## src/rtl/fir4_pkg.sv

```systemverilog
package fir4_pkg;
   // number of multiplier lanes in the shared datapath
   localparam int unsigned LANES      = 4;
   localparam int unsigned LANE_W     = $clog2(LANES);
   // edges from the issue edge of a final group to the result edge:
   // product reg, pair reg, tree reg, accumulator/output reg
   localparam int unsigned RESULT_LAT = 4;

   typedef struct packed {
      logic vld;
      logic first;
      logic last;
   } grp_tag_t;
endpackage

```

## src/rtl/fir4_sequencer.sv

```systemverilog
module fir4_sequencer
   import fir4_pkg::*;
#(
   parameter int unsigned GROUPS = 2,
   parameter int unsigned GRP_W  = 1
) (
   input  logic             clk_i,
   input  logic             rst_ni,
   input  logic             in_valid_i,
   output logic             in_ready_o,
   output logic             accept_o,
   output logic [GRP_W-1:0] grp_o,
   output grp_tag_t         tag_o
);
   logic busy_q;
   logic last_w;

   assign in_ready_o = !busy_q || last_w;
   assign accept_o   = in_valid_i && in_ready_o;

   generate
      if (GROUPS == 1) begin : g_single
         assign grp_o  = '0;
         assign last_w = 1'b1;
      end else begin : g_multi
         logic [GRP_W-1:0] grp_q;
         always_ff @(posedge clk_i or negedge rst_ni) begin
            if (!rst_ni)                grp_q <= '0;
            else if (accept_o)          grp_q <= '0;
            else if (busy_q && !last_w) grp_q <= grp_q + 1'b1;
         end
         assign grp_o  = grp_q;
         assign last_w = (grp_q == GRP_W'(GROUPS - 1));
      end
   endgenerate

   always_ff @(posedge clk_i or negedge rst_ni) begin
      if (!rst_ni)       busy_q <= 1'b0;
      else if (accept_o) busy_q <= 1'b1;
      else if (last_w)   busy_q <= 1'b0;
   end

   always_comb begin
      tag_o.vld   = busy_q;
      tag_o.first = (grp_o == '0);
      tag_o.last  = last_w;
   end


   ready_gap_chk: assert property (@(posedge clk_i) disable iff (!rst_ni)
      accept_o |=> (in_ready_o == (GROUPS == 1)));
endmodule

```

## src/rtl/fir4_history.sv

```systemverilog
module fir4_history
   import fir4_pkg::*;
#(
   parameter int unsigned DATA_W = 8,
   parameter int unsigned TAPS   = 8,
   parameter int unsigned GRP_W  = 1
) (
   input  logic                     clk_i,
   input  logic                     rst_ni,
   input  logic                     shift_i,
   input  logic signed [DATA_W-1:0] din_i,
   input  logic        [GRP_W-1:0]  grp_i,
   output logic signed [DATA_W-1:0] lane_o [LANES]
);
   localparam int unsigned IDX_W = $clog2(TAPS);

   logic signed [DATA_W-1:0] hist_q [TAPS];

   always_ff @(posedge clk_i or negedge rst_ni) begin
      if (!rst_ni) begin
         for (int j = 0; j < TAPS; j++) hist_q[j] <= '0;
      end else if (shift_i) begin
         hist_q[0] <= din_i;
         for (int j = 1; j < TAPS; j++) hist_q[j] <= hist_q[j-1];
      end
   end

   generate
      for (genvar l = 0; l < LANES; l++) begin : g_lane
         logic [IDX_W-1:0] idx;
         assign idx       = IDX_W'({grp_i, LANE_W'(l)});
         assign lane_o[l] = hist_q[idx];
      end
   endgenerate


   hist_hold_chk: assert property (@(posedge clk_i) disable iff (!rst_ni)
      !shift_i |=> ($stable(hist_q[0]) && $stable(hist_q[TAPS-1])));
endmodule

```

## src/rtl/fir4_coef_bank.sv

```systemverilog
module fir4_coef_bank
   import fir4_pkg::*;
#(
   parameter int unsigned COEF_W = 8,
   parameter int unsigned TAPS   = 8,
   parameter int unsigned GRP_W  = 1,
   parameter int unsigned ADDR_W = 3
) (
   input  logic                     clk_i,
   input  logic                     rst_ni,
   input  logic                     we_i,
   input  logic                     allow_i,
   input  logic        [ADDR_W-1:0] addr_i,
   input  logic        [COEF_W-1:0] data_i,
   input  logic        [GRP_W-1:0]  grp_i,
   output logic signed [COEF_W-1:0] lane_o [LANES]
);
   localparam int unsigned IDX_W = $clog2(TAPS);

   logic [TAPS-1:0][COEF_W-1:0] coef_q;
   logic addr_ok;
   logic wr_ok;

   generate
      if ((2 ** ADDR_W) == TAPS) begin : g_full_range
         assign addr_ok = 1'b1;
      end else begin : g_part_range
         assign addr_ok = (addr_i < ADDR_W'(TAPS));
      end
   endgenerate

   assign wr_ok = we_i && allow_i && addr_ok;

   always_ff @(posedge clk_i or negedge rst_ni) begin
      if (!rst_ni)    coef_q         <= '0;
      else if (wr_ok) coef_q[addr_i] <= data_i;
   end

   generate
      for (genvar l = 0; l < LANES; l++) begin : g_lane
         logic [IDX_W-1:0] idx;
         assign idx       = IDX_W'({grp_i, LANE_W'(l)});
         assign lane_o[l] = $signed(coef_q[idx]);
      end
   endgenerate


   coef_lock_chk: assert property (@(posedge clk_i) disable iff (!rst_ni)
      (we_i && !allow_i) |=> $stable(coef_q));
endmodule

```

## src/rtl/fir4_mac_tree.sv

```systemverilog
module fir4_mac_tree
   import fir4_pkg::*;
#(
   parameter int unsigned DATA_W = 8,
   parameter int unsigned COEF_W = 8,
   parameter int unsigned OUT_W  = 19
) (
   input  logic                     clk_i,
   input  logic                     rst_ni,
   input  grp_tag_t                 tag_i,
   input  logic signed [DATA_W-1:0] x_i [LANES],
   input  logic signed [COEF_W-1:0] c_i [LANES],
   output logic                     out_valid_o,
   output logic signed [OUT_W-1:0]  out_data_o
);
   localparam int unsigned PROD_W = DATA_W + COEF_W;
   localparam int unsigned PAIR_W = PROD_W + 1;
   localparam int unsigned SUM_W  = PROD_W + 2;
   localparam int unsigned PAIRS  = LANES / 2;

   logic signed [PROD_W-1:0] prod_q [LANES];
   logic signed [PAIR_W-1:0] pair_q [PAIRS];
   logic signed [SUM_W-1:0]  sum_q;
   logic signed [OUT_W-1:0]  acc_q;
   logic signed [OUT_W-1:0]  base_w;
   logic signed [OUT_W-1:0]  total_w;
   grp_tag_t                 tag1_q, tag2_q, tag3_q;

   // stage 1: multipliers (critical path)
   generate
      for (genvar l = 0; l < LANES; l++) begin : g_mul
         always_ff @(posedge clk_i or negedge rst_ni) begin
            if (!rst_ni) prod_q[l] <= '0;
            else         prod_q[l] <= PROD_W'(x_i[l]) * PROD_W'(c_i[l]);
         end
      end
      // stage 2: first tree level
      for (genvar k = 0; k < PAIRS; k++) begin : g_pair
         always_ff @(posedge clk_i or negedge rst_ni) begin
            if (!rst_ni) pair_q[k] <= '0;
            else         pair_q[k] <= PAIR_W'(prod_q[2*k]) + PAIR_W'(prod_q[2*k+1]);
         end
      end
   endgenerate

   // stage 3: second tree level, plus tag pipeline
   always_ff @(posedge clk_i or negedge rst_ni) begin
      if (!rst_ni) begin
         sum_q  <= '0;
         tag1_q <= '0;
         tag2_q <= '0;
         tag3_q <= '0;
      end else begin
         sum_q  <= SUM_W'(pair_q[0]) + SUM_W'(pair_q[1]);
         tag1_q <= tag_i;
         tag2_q <= tag1_q;
         tag3_q <= tag2_q;
      end
   end

   // stage 4: group accumulator and result register
   assign base_w  = tag3_q.first ? '0 : acc_q;
   assign total_w = base_w + OUT_W'(sum_q);

   always_ff @(posedge clk_i or negedge rst_ni) begin
      if (!rst_ni) begin
         acc_q       <= '0;
         out_data_o  <= '0;
         out_valid_o <= 1'b0;
      end else begin
         out_valid_o <= tag3_q.vld && tag3_q.last;
         if (tag3_q.vld)                acc_q      <= total_w;
         if (tag3_q.vld && tag3_q.last) out_data_o <= total_w;
      end
   end


   out_hold_chk: assert property (@(posedge clk_i) disable iff (!rst_ni)
      !out_valid_o |-> $stable(out_data_o));
endmodule

```

## src/rtl/fir4_engine.sv

```systemverilog
module fir4_engine
   import fir4_pkg::*;
#(
   parameter  int unsigned TAPS   = 8,
   parameter  int unsigned DATA_W = 8,
   parameter  int unsigned COEF_W = 8,
   localparam int unsigned ADDR_W = $clog2(TAPS),
   localparam int unsigned OUT_W  = DATA_W + COEF_W + $clog2(TAPS)
) (
   input  logic              clk,
   input  logic              rst_n,
   input  logic              in_valid,
   output logic              in_ready,
   input  logic [DATA_W-1:0] in_data,
   input  logic              cw_en,
   input  logic [ADDR_W-1:0] cw_addr,
   input  logic [COEF_W-1:0] cw_data,
   output logic              out_valid,
   output logic [OUT_W-1:0]  out_data
);
   localparam int unsigned GROUPS = TAPS / LANES;
   localparam int unsigned GRP_W  = (GROUPS > 1) ? $clog2(GROUPS) : 1;

   generate
      if ((TAPS < LANES) || ((TAPS % LANES) != 0)) begin : g_bad_taps
         $error("fir4_engine: TAPS must be a nonzero multiple of four");
      end
      if ((DATA_W < 2) || (COEF_W < 2)) begin : g_bad_width
         $error("fir4_engine: sample and coefficient widths must be at least 2");
      end
   endgenerate

   logic                     accept;
   logic [GRP_W-1:0]         grp;
   grp_tag_t                 tag;
   logic signed [DATA_W-1:0] x_lane [LANES];
   logic signed [COEF_W-1:0] c_lane [LANES];
   logic signed [OUT_W-1:0]  result;

   fir4_sequencer #(.GROUPS(GROUPS), .GRP_W(GRP_W)) i_seq (
      .clk_i      (clk),
      .rst_ni     (rst_n),
      .in_valid_i (in_valid),
      .in_ready_o (in_ready),
      .accept_o   (accept),
      .grp_o      (grp),
      .tag_o      (tag)
   );

   fir4_history #(.DATA_W(DATA_W), .TAPS(TAPS), .GRP_W(GRP_W)) i_hist (
      .clk_i   (clk),
      .rst_ni  (rst_n),
      .shift_i (accept),
      .din_i   ($signed(in_data)),
      .grp_i   (grp),
      .lane_o  (x_lane)
   );

   fir4_coef_bank #(.COEF_W(COEF_W), .TAPS(TAPS), .GRP_W(GRP_W), .ADDR_W(ADDR_W)) i_coef (
      .clk_i   (clk),
      .rst_ni  (rst_n),
      .we_i    (cw_en),
      .allow_i (in_ready),
      .addr_i  (cw_addr),
      .data_i  (cw_data),
      .grp_i   (grp),
      .lane_o  (c_lane)
   );

   fir4_mac_tree #(.DATA_W(DATA_W), .COEF_W(COEF_W), .OUT_W(OUT_W)) i_mac (
      .clk_i       (clk),
      .rst_ni      (rst_n),
      .tag_i       (tag),
      .x_i         (x_lane),
      .c_i         (c_lane),
      .out_valid_o (out_valid),
      .out_data_o  (result)
   );

   assign out_data = result;


   result_lat_chk: assert property (@(posedge clk) disable iff (!rst_n)
      out_valid |-> $past(tag.vld && tag.last, RESULT_LAT));
endmodule

```

## config.mk

```make
export PLATFORM = sky130hd
export DESIGN_NAME = fir4_engine
export DESIGN_NICKNAME = d
export VERILOG_FILES = /design/src/rtl/fir4_pkg.sv /design/src/rtl/fir4_sequencer.sv /design/src/rtl/fir4_history.sv /design/src/rtl/fir4_coef_bank.sv /design/src/rtl/fir4_mac_tree.sv /design/src/rtl/fir4_engine.sv
export SDC_FILE = /design/constraint.sdc
export NUM_CORES = 1
export LEC_CHECK = 0
export BUFFER_PORTS_ARGS = -buffer_cell sky130_fd_sc_hd__clkbuf_2
export CAP_MARGIN = 20
export CORE_MARGIN = 1.5
export CORE_UTILIZATION = 55
export CTS_BUF_LIST = sky130_fd_sc_hd__clkbuf_16
export DETAILED_ROUTE_END_ITERATION = 8
export PLACE_DENSITY_LB_ADDON = 0.15
export SETUP_SLACK_MARGIN = 0.02
export SYNTH_ARGS = -nofsm -noshare
export SYNTH_HDL_FRONTEND = slang
export SYNTH_SLANG_ARGS = --single-unit
```

## constraint.sdc

```tcl
create_clock -name clk -period 6 [get_ports clk]
set_input_delay 1.2 -clock clk [delete_from_list [all_inputs] [get_ports clk]]
set_output_delay 1.2 -clock clk [all_outputs]
set_load 0.05 [all_outputs]
```

==> results of run 1 <==
[critical path, cell delays in order (launching register included)]
cell	delay (ps)
sky130_fd_sc_hd__dfrtp_4	670
sky130_fd_sc_hd__buf_4	360
sky130_fd_sc_hd__mux2i_1	660
sky130_fd_sc_hd__nor2_1	160
sky130_fd_sc_hd__fa_1	560
sky130_fd_sc_hd__inv_1	50
sky130_fd_sc_hd__fa_1	500
sky130_fd_sc_hd__inv_1	60
sky130_fd_sc_hd__fa_1	520
sky130_fd_sc_hd__inv_1	50
sky130_fd_sc_hd__fa_1	470
sky130_fd_sc_hd__inv_1	40
sky130_fd_sc_hd__ha_1	300
sky130_fd_sc_hd__nor2b_1	160
sky130_fd_sc_hd__or4_1	470
sky130_fd_sc_hd__a211oi_2	260
sky130_fd_sc_hd__a21oi_1	110
sky130_fd_sc_hd__xnor2_1	130
[registers in the layout, indices dropped and copies added, names as in the netlist, 3 cells and up]
register          count
i_mac.prod_q         64
i_mac.tag1_q          3
i_hist.hist_q        64
i_mac.tag3_q          3
i_mac.pair_q         34
i_coef.coef_q        64
i_mac.acc_q          19
i_mac.sum_q          18
i_mac.out_data_o     19
i_mac.tag2_q          3
[layout make-up]
type	instances	area share
clock buffers	35	0.0348
inverters	359	0.0536
repair buffers	90	0.0240
clock inverters	21	0.00577
flip-flops and latches	294	0.293
well taps	532	0.0265
multi-input cells	1456	0.563
[cell families (layout without fill, tap and decap cells)]
| logic type | Yosys count | count (layout) |
|---|---|---|
| AOI/OAI and AO/OA | 215 | 215 |
| xor gates and xnor gates | 115 | 115 |
| adders and majority gates | 407 | 407 |
| buffers and inverters | 388 | 505 |
| DFF | 294 | 294 |
| muxes | 238 | 238 |
| and+or+nand+nor | 481 | 481 |
[metal layers]
layer  share of wire  global-route usage  vias to the layer above
met2            0.48               0.402                      193
li1                -                   -                     7125
met4           0.023              0.0624                        0
met5               0                   0                        -
met1            0.47               0.326                     7511
met3           0.026              0.0247                       59
[Yosys cell counts (21+ instances only)]
cell type / count / area [um^2]
sky130_fd_sc_hd__inv_1: 358 / 1340
sky130_fd_sc_hd__dfrtp_1: 294 / 7360
sky130_fd_sc_hd__nor2_1: 227 / 852
sky130_fd_sc_hd__fa_1: 224 / 4480
sky130_fd_sc_hd__ha_1: 183 / 2290
sky130_fd_sc_hd__mux2_2: 163 / 1840
sky130_fd_sc_hd__xnor2_1: 94 / 823
sky130_fd_sc_hd__mux2i_1: 75 / 751
sky130_fd_sc_hd__a21oi_1: 60 / 300
sky130_fd_sc_hd__nand2_1: 56 / 210
sky130_fd_sc_hd__nor2b_1: 48 / 300
sky130_fd_sc_hd__or2_2: 45 / 282
sky130_fd_sc_hd__o21ai_0: 37 / 185
sky130_fd_sc_hd__a21o_1: 26 / 195
sky130_fd_sc_hd__nand2b_1: 22 / 138
sky130_fd_sc_hd__o21a_1: 22 / 165
sky130_fd_sc_hd__xor2_1: 21 / 184
[timing repair]
| item | CTS | global route |
|---|---|---|
| endpoints found under the setup margin | 0 | 3 |
| gates resized for setup | 0 | 7 |
| buffers inserted | 0 | 0 |
| hold buffers | 0 | 0 |
[worst paths after layout]
kind                            startpoint          endpoint  slack, ps  depth (start not counted)
max in group asynchronous            rst_n    i_mac.sum_q[3]       4120                          2
setup reg to reg               i_seq.grp_o  i_mac.prod_q[47]        340                         17
hold / removal             i_mac.tag1_q[2]   i_mac.tag2_q[2]        350                          0
min in group asynchronous            rst_n  i_mac.pair_q[16]        660                          1
setup / recovery               i_seq.grp_o  i_mac.prod_q[47]        340                         17
hold reg to reg            i_mac.tag1_q[2]   i_mac.tag2_q[2]        350                          0
[per-stage QoR]
stage                     cells  hold slack, ps  utilization  instance area, um^2  setup slack, ps
final                      2787             348        0.613                25200              344
after floorplan            2138             331            -                22900              489
after global routing       2787             358        0.613                25200             35.3
after global placement     2731             331        0.588                24100              289
after CTS                  2787             348        0.612                25100              269
after detailed placement   2731             335        0.588                24100              290
==> qor.tcl, run 1 <==
set qor(design.portCount) 44
set qor(outcome) {finished, violations left}
set qor(core_region_area_mm2) 0.0410
set qor(timing.critical_path.fanout_max) 21
set qor(clock-sinks) 294
set qor(num_vias) 14900
set qor(post_synth.cell_area_avg_um2) 10.7
set qor(filler_cells) 3418
set qor(finalCritPeriodShare) 0.943
set qor(cts_max_path_buffers) 3
set qor(netlist_area_mm2) 0.0229
set qor(synth-xor-area-share) 0.0439
set qor(floorplan.die_area_mm2) 0.0430
set qor(overall_track_demand_over_capacity_in_global_routing) 0.236
set qor(final_cell_mix) {sky130_fd_sc_hd__inv_1, sky130_fd_sc_hd__dfrtp_1, sky130_fd_sc_hd__nor2_1}
set qor(gp_congestion) 0.868
set qor(max_slew.worst_pin.slew_ps) 1010
set qor(ys_seq_area_frac) 0.321
set qor(cp_data_arrival_time_ps) 6080
set qor(routed_wl_mm) 48.2
set qor(timing_max_transition_violations_final) 0
set qor(synth_enable_flop_cells) 0
set qor(first_global_vias) 15900
set qor(netlist_instances) 2138
set qor(synthSimpleGateAreaFrac) 0.101
set qor(netlist-cell-type-count) 63
set qor(rows) 74
set qor(die_w_um) 207
set qor(multi_input_area_mm2) 0.0142
set qor(ant_nets) 0
set qor(grt_setup_unrepaired) {false}
set qor(final_hold_viol_count) 0
set qor(cts_root_buffer_type) {sky130_fd_sc_hd__clkbuf_16}
set qor(yosysWarningCount) 0
set qor(failed_checks) {design-rule violations}
set qor(globalRouteOverflowTotal) 0
set qor(port_buffer_cells) 43
set qor(worst_skew_late_latency_ps) 550
set qor(adder_cell_share_of_the_synthesized_area) 0.295
set qor(vias_per_cell) 5.34
set qor(cts_tree) {yes}
set qor(yosys_register_bits) 294
set qor(synth_fp_nets) 2568
set qor(first_pass_grt_wire_length_mm) 81.2
set qor(ys_async_sr_fraction) 1.00
set qor(post_synth_mux_area_share) 0.113
set qor(layout.area.seq_mm2) 0.00736
set qor(critical_path.startpoint_type) {flop}
set qor(numCtsBuffers) 34
set qor(number_of_antenna_violations_at_the_first_check_in_global_routing) 2
set qor(synth_top_family_by_area) {adder cells}
set qor(clock.fmax_mhz) 177
set qor(synthFlopType) {sky130_fd_sc_hd__dfrtp_1}
set qor(end_kind) {flop}
set qor(die_height_um) 207
set qor(start_util) 0.559
set qor(final_common_cell) {sky130_fd_sc_hd__inv_1}
set qor(remaining_drcs) 3
set qor(fin_nets) 2665
set qor(timing_worst_setup_path_type) {flop to flop}
set qor(dp.final_hpwl_mm) 37.7
set qor(antenna_cells_inserted) 0
set qor(slew_headroom) 0.328
set qor(layout-drive-gt1-share) 0.164
set qor(post-route-min-period_ps) 5660
set qor(area.growth.synth_to_final_pct) 9.62
set qor(h-tree-depth) 2
set qor(detailedRoute.firstIterationViolations) 701
set qor(first_pass_iters) 7
set qor(worst_clock_skew_ps) 27.8
set qor(detail_route.wl_per_cell_um) 17.3
set qor(maxCapViolations) 0
set qor(compound_gate_fraction_of_synth_area) 0.0628
set qor(finalSetupViolations) 0
set qor(pin_count_of_the_biggest_net_entering_global_routing) 106
set qor(clk_pin_slew_ps) 60
set qor(cp.required_ps) 6430
set qor(finalSetupTns_ps) 0
set qor(min-delay-path-class) {flop to flop}
Power of run 1 is not shown: default switching activity piles up to over one toggle a cycle in this logic, so the estimate is an artifact.
==> inputs of run 2 (changes only) <==
BUFFER_PORTS_ARGS = unset   (was -buffer_cell sky130_fd_sc_hd__clkbuf_2)
DONT_BUFFER_PORTS = 1   (was unset)
==> qor.tcl, run 2 (synthesis results as in run 1) <==
set qor(area.growth.synth_to_final_pct) 8.79
set qor(die_w_um) 207 ;# unchanged
set qor(capturing_point_of_the_worst_reg2reg_path) {i_mac.prod_q[47]}
set qor(timing.critical_path.fanout_max) 28 ;# +33%
set qor(hold_buffers) 0 ;# unchanged
set qor(worst_skew_late_latency_ps) 540 ;# about the same
set qor(first_pass_iters) 7 ;# unchanged
set qor(post-route-min-period_ps) 5690 ;# +34.9 ps
set qor(timing.reg2reg.setup_slack_ps) 310 ;# -30 ps
set qor(final_hold_viol_count) 0 ;# unchanged
set qor(top_regs) {i_coef.coef_q: 64 flops, i_hist.hist_q: 64 flops, i_mac.prod_q: 64 flops}
set qor(dp.final_hpwl_mm) 38.6 ;# +2.2%
set qor(cts_setup_buffers) 0 ;# unchanged
set qor(critical_path.startpoint_type) {flop}
set qor(hold-path-endpoint) {i_mac.tag3_q[2]}
set qor(finalSetupTns_ps) 0 ;# unchanged
set qor(routed_wl_mm) 48.6 ;# +0.78%
set qor(clock.fmax_mhz) 176 ;# -0.61%
set qor(number_of_antenna_violations_at_the_first_check_in_global_routing) 3 ;# +1
set qor(numCtsBuffers) 34 ;# unchanged
set qor(core_region_area_mm2) 0.0410 ;# unchanged
set qor(timing.critical_path.from) {i_seq.grp_o}
set qor(detail_route.wl_per_cell_um) 17.7 ;# +2.0%
set qor(start_util) 0.559 ;# unchanged
set qor(final_core_util) 0.609 ;# -0.00467
set qor(use_met3) 0.0327 ;# +0.00802
set qor(port_buffer_cells) 0 ;# -100%
set qor(cts_root_buffer_type) {sky130_fd_sc_hd__clkbuf_16}
set qor(grt_busiest_layer) {met2}
set qor(dpl_cell_area_mm2) 0.0239 ;# -0.74%
set qor(antenna_cells_inserted) 0 ;# unchanged
set qor(slew_headroom) 0.322 ;# -0.00650
set qor(cts_resized) 0 ;# unchanged
set qor(grt_setup_unrepaired) {false}
set qor(finalSetupViolations) 0 ;# unchanged
set qor(cp.required_ps) 6410 ;# -20 ps
set qor(reg2regPathDepth) 19 ;# +2
set qor(num_vias) 14800 ;# -0.38%
set qor(first_global_vias) 15900 ;# -0.038%
set qor(die_height_um) 207 ;# unchanged
set qor(outcome) {finished, violations left}
set qor(ant_nets) 0 ;# unchanged
set qor(reg2reg_from) {i_seq.grp_o}
set qor(setup_ws_post_layout_ps) 309 ;# -34.9 ps
set qor(min-delay-path-class) {flop to flop}
set qor(detailedRoute.firstIterationViolations) 981 ;# +40%
set qor(fin_nets) 2630 ;# -1.3%
set qor(remaining_drcs) 3 ;# unchanged
set qor(max_slew.worst_pin.slew_ps) 1020 ;# +9.75 ps
set qor(finalCritPeriodShare) 0.948 ;# +0.00582
set qor(clock-sinks) 294 ;# unchanged
set qor(timing.hold.worst_path_depth) 0 ;# unchanged
set qor(pin_count_of_the_biggest_net_entering_global_routing) 295 ;# +180%
set qor(use_met2) 0.407 ;# +0.00489
set qor(failed_checks) {design-rule violations}
set qor(filler_cells) 3395 ;# -0.67%
set qor(gp_congestion) 0.866 ;# -0.21%
set qor(first_pass_grt_wire_length_mm) 81.8 ;# +0.83%
set qor(rows) 74 ;# unchanged
set qor(gr-usage-met1) 0.324 ;# -0.00167
set qor(final_area_mm2) 0.0250 ;# -0.76%
set qor(cp_data_arrival_time_ps) 6100 ;# +20 ps
set qor(final_cell_mix) {sky130_fd_sc_hd__inv_1, sky130_fd_sc_hd__dfrtp_1, sky130_fd_sc_hd__nor2_1}
set qor(vias_per_cell) 5.39 ;# +0.85%
set qor(worst_clock_skew_ps) 19.9 ;# -7.97 ps
set qor(end_kind) {flop}
set qor(worst_hold_startpoint) {i_mac.tag2_q[2]}
set qor(place_worst_setup_slack_ps) 370 ;# +79.1 ps
set qor(timing_max_transition_violations_final) 0 ;# unchanged
set qor(timing_worst_setup_path_type) {flop to flop}
set qor(overall_track_demand_over_capacity_in_global_routing) 0.239 ;# +0.00290
set qor(floorplan.die_area_mm2) 0.0430 ;# unchanged
set qor(layout-drive-gt1-share) 0.150 ;# -0.0141
set qor(final_common_cell) {sky130_fd_sc_hd__inv_1}
set qor(cts_max_path_buffers) 3 ;# unchanged
set qor(clk_pin_slew_ps) 60 ;# about the same
set qor(globalRouteOverflowTotal) 0 ;# unchanged
set qor(h-tree-depth) 2 ;# unchanged
set qor(design.portCount) 44 ;# unchanged
set qor(cts_tree) {yes}
set qor(maxCapViolations) 0 ;# unchanged
run 2: cell types whose count changed in the layout (fill, tap and decap cells not counted), sizes merged:
cell / change
inv: -1
bufinv: +1
clkinv: +2
clkinvlp: -1
clkbuf: -42
buf: +7
run 2: layer usage:
metal	part of all wire	routed length, um
met3	0.038	1850
met4	0.022	1090
met1	0.46	22200
met5	0.00027	13
met2	0.48	23400
run 2: area by class of cell:
cell class              count  area [um^2]  area share
clock buffers              35          876      0.0351
clock inverters            22          155     0.00622
inverters                 359         1350      0.0540
multi-input cells        1456        14100       0.566
flip-flops and latches    294         7360       0.295
well taps                 532          666      0.0267
repair buffers             55          425      0.0170
run 2: worst max path at each step:
stage | endpoint | cells past startpoint
after floorplan | i_mac.prod_q[30] | 19
after global placement | i_mac.prod_q[47] | 19
after detailed placement | i_mac.prod_q[47] | 19
after CTS | i_mac.prod_q[47] | 19
after global routing | i_mac.prod_q[46] | 20
final | i_mac.prod_q[47] | 19
run 2: worst max-delay path, cell delays in order, from the launching register on:
cell,delay [ps]
sky130_fd_sc_hd__dfrtp_4,730
sky130_fd_sc_hd__buf_12,270
sky130_fd_sc_hd__buf_4,250
sky130_fd_sc_hd__mux2i_1,320
sky130_fd_sc_hd__buf_4,220
sky130_fd_sc_hd__nor2_1,80
sky130_fd_sc_hd__fa_1,510
sky130_fd_sc_hd__inv_1,50
sky130_fd_sc_hd__fa_1,500
sky130_fd_sc_hd__inv_1,60
sky130_fd_sc_hd__fa_1,520
sky130_fd_sc_hd__inv_1,50
sky130_fd_sc_hd__fa_1,470
sky130_fd_sc_hd__inv_1,40
sky130_fd_sc_hd__ha_1,300
sky130_fd_sc_hd__nor2b_1,150
sky130_fd_sc_hd__or4_1,470
sky130_fd_sc_hd__a211oi_2,270
sky130_fd_sc_hd__a21oi_1,130
sky130_fd_sc_hd__xnor2_1,140
run 2: through the flow:
stage / hold slack [ps] / std cells
6_report: 346 / 2753
5_1_grt: 348 / 2753
4_1_cts: 347 / 2753
3_5_place_dp: 335 / 2696
3_3_place_gp: 335 / 2696
2_1_floorplan: 331 / 2138
Power of run 2 is left out for the same reason.
==> inputs of run 3 (changes only) <==
CTS_CLUSTER_SIZE = 28   (was unset)
REMOVE_ABC_BUFFERS = 1   (was unset)
TNS_END_PERCENT = 50   (was unset)
==> qor.tcl, run 3 (synthesis results as in run 1) <==
set qor(filler_cells) 3345 ;# -1.5%
set qor(final_cell_mix) {sky130_fd_sc_hd__inv_1, sky130_fd_sc_hd__dfrtp_1, sky130_fd_sc_hd__nor2_1}
set qor(remaining_drcs) 18 ;# +15
set qor(floorplan.die_area_mm2) 0.0430 ;# unchanged
set qor(finalCritPeriodShare) 0.945 ;# -0.00375
set qor(post-route-min-period_ps) 5670 ;# -22.5 ps
set qor(pin_count_of_the_biggest_net_entering_global_routing) 295 ;# unchanged
set qor(ant_nets) 0 ;# unchanged
set qor(first_global_vias) 16200 ;# +1.9%
set qor(grt_setup_unrepaired) {false}
set qor(numCtsBuffers) 34 ;# unchanged
set qor(core_region_area_mm2) 0.0410 ;# unchanged
set qor(worst_skew_late_latency_ps) 550 ;# about the same
set qor(clock.fmax_mhz) 176 ;# +0.40%
set qor(clk_pin_slew_ps) 60 ;# about the same
set qor(finalSetupViolations) 0 ;# unchanged
set qor(first_pass_grt_wire_length_mm) 81.9 ;# about the same
set qor(cts_root_buffer_type) {sky130_fd_sc_hd__clkbuf_16}
set qor(min-delay-path-class) {flop to flop}
set qor(outcome) {finished, violations left}
set qor(cp.required_ps) 6470 ;# +60 ps
set qor(slew_headroom) 0.364 ;# +0.0423
set qor(design.portCount) 44 ;# unchanged
set qor(setup_ws_post_layout_ps) 332 ;# +22.5 ps
set qor(end_kind) {flop}
set qor(cts_max_path_buffers) 3 ;# unchanged
set qor(critical_path.startpoint_type) {flop}
set qor(rows) 74 ;# unchanged
set qor(num_vias) 14800 ;# -0.22%
set qor(top_regs) {i_coef.coef_q: 64 flops, i_hist.hist_q: 64 flops, i_mac.prod_q: 64 flops}
set qor(timing_max_transition_violations_final) 0 ;# unchanged
set qor(number_of_antenna_violations_at_the_first_check_in_global_routing) 1 ;# -2
set qor(dp.final_hpwl_mm) 37.4 ;# -3.0%
set qor(final_common_cell) {sky130_fd_sc_hd__inv_1}
set qor(detailedRoute.firstIterationViolations) 849 ;# -13%
set qor(start_util) 0.559 ;# unchanged
set qor(overall_track_demand_over_capacity_in_global_routing) 0.238 ;# -0.00134
set qor(first_pass_iters) 7 ;# unchanged
set qor(die_height_um) 207 ;# unchanged
set qor(timing_worst_setup_path_type) {flop to flop}
set qor(vias_per_cell) 5.38 ;# -0.11%
set qor(die_w_um) 207 ;# unchanged
set qor(final_hold_viol_count) 0 ;# unchanged
set qor(layout-drive-gt1-share) 0.149 ;# -0.000632
set qor(gp_congestion) 0.861 ;# -0.54%
set qor(instances_no_fill) 2750 ;# -0.11%
set qor(cts_tree) {yes}
set qor(port_buffer_cells) 0 ;# unchanged
set qor(maxCapViolations) 0 ;# unchanged
set qor(worst_clock_skew_ps) 21.2 ;# +1.30 ps
set qor(place_worst_setup_slack_ps) 363 ;# -6.59 ps
set qor(fin_nets) 2624 ;# -0.23%
set qor(clock-sinks) 294 ;# unchanged
set qor(timing.critical_path.fanout_max) 30 ;# +7.1%
set qor(h-tree-depth) 2 ;# unchanged
set qor(cp_data_arrival_time_ps) 6140 ;# +40 ps
set qor(failed_checks) {design-rule violations}
set qor(max_slew.worst_pin.slew_ps) 954 ;# -63.5 ps
set qor(area.growth.synth_to_final_pct) 8.95
set qor(dp.cells) 2690 ;# -0.22%
set qor(globalRouteOverflowTotal) 0 ;# unchanged
set qor(routed_wl_mm) 48.0 ;# -1.3%
set qor(detail_route.wl_per_cell_um) 17.4 ;# -1.2%
## run 3: cell count changes in the layout (fill, tap and decap cells not counted), sizes merged
cell and change:
clkinvlp +3, clkinv -3, diode +1, buf -6
bufinv +2
## run 3: timing repair
action	4_1_cts	5_1_grt
buffers inserted	0	0
gates resized for setup	0	1
setup endpoints to repair	0	2
hold buffers	0	0
## run 3: worst max-delay path, cell delays in order, from the launching register on
cell	delay, ps
sky130_fd_sc_hd__dfrtp_4	690
sky130_fd_sc_hd__buf_12	290
sky130_fd_sc_hd__mux2i_1	660
sky130_fd_sc_hd__nor2_1	160
sky130_fd_sc_hd__fa_1	550
sky130_fd_sc_hd__inv_1	50
sky130_fd_sc_hd__fa_1	540
sky130_fd_sc_hd__inv_1	50
sky130_fd_sc_hd__fa_1	470
sky130_fd_sc_hd__inv_1	50
sky130_fd_sc_hd__fa_1	470
sky130_fd_sc_hd__inv_1	50
sky130_fd_sc_hd__ha_1	310
sky130_fd_sc_hd__o21ai_1	120
sky130_fd_sc_hd__a21boi_0	140
sky130_fd_sc_hd__o21ai_0	270
sky130_fd_sc_hd__a21oi_1	180
sky130_fd_sc_hd__or4_1	420
sky130_fd_sc_hd__nand4_1	100
## run 3: final cells by class
type                       count  area, um^2  share of cell area
antenna                        1        2.50            0.000100
clock buffer                  35         876              0.0350
clock inverter                24         238             0.00951
inverter                     359        1350              0.0539
multi-input combinational   1456       14100               0.565
sequential                   294        7360               0.294
tap                          532         666              0.0266
timing repair buffer          49         380              0.0152
## run 3: final timing paths
check	from	endpoint	slack [ps]	depth (start not counted)
max	i_seq.grp_o	i_mac.prod_q[46]	330	18
min	i_mac.tag2_q[1]	i_mac.tag3_q[1]	350	0
max reg2reg	i_seq.grp_o	i_mac.prod_q[46]	330	18
min reg2reg	i_mac.tag2_q[1]	i_mac.tag3_q[1]	350	0
max in group asynchronous	rst_n	i_coef.coef_q[15]	5180	0
min in group asynchronous	rst_n	i_mac.pair_q[29]	360	0
## run 3: metal layers
metal  global-route usage  vias to the layer above  wire length [um]
li1                     -                     7049                 -
met1                0.313                     7426             21300
met3               0.0365                       73              2080
met2                0.408                      251             23500
met5                    0                        -                 0
met4               0.0730                        0              1180
## run 3: stage by stage
| step | hold WS [ps] | TNS (ps) | cell area, um^2 | utilization |
|---|---|---|---|---|
| after floorplan | 331 | -20970 | 22800 | - |
| after global placement | 332 | 0 | 23900 | 0.582 |
| after detailed placement | 343 | 0 | 23900 | 0.582 |
| after CTS | 337 | 0 | 25000 | 0.609 |
| after global routing | 322 | 0 | 25000 | 0.609 |
| final | 351 | 0 | 25000 | 0.609 |
Power of run 3 is left out for the same reason.
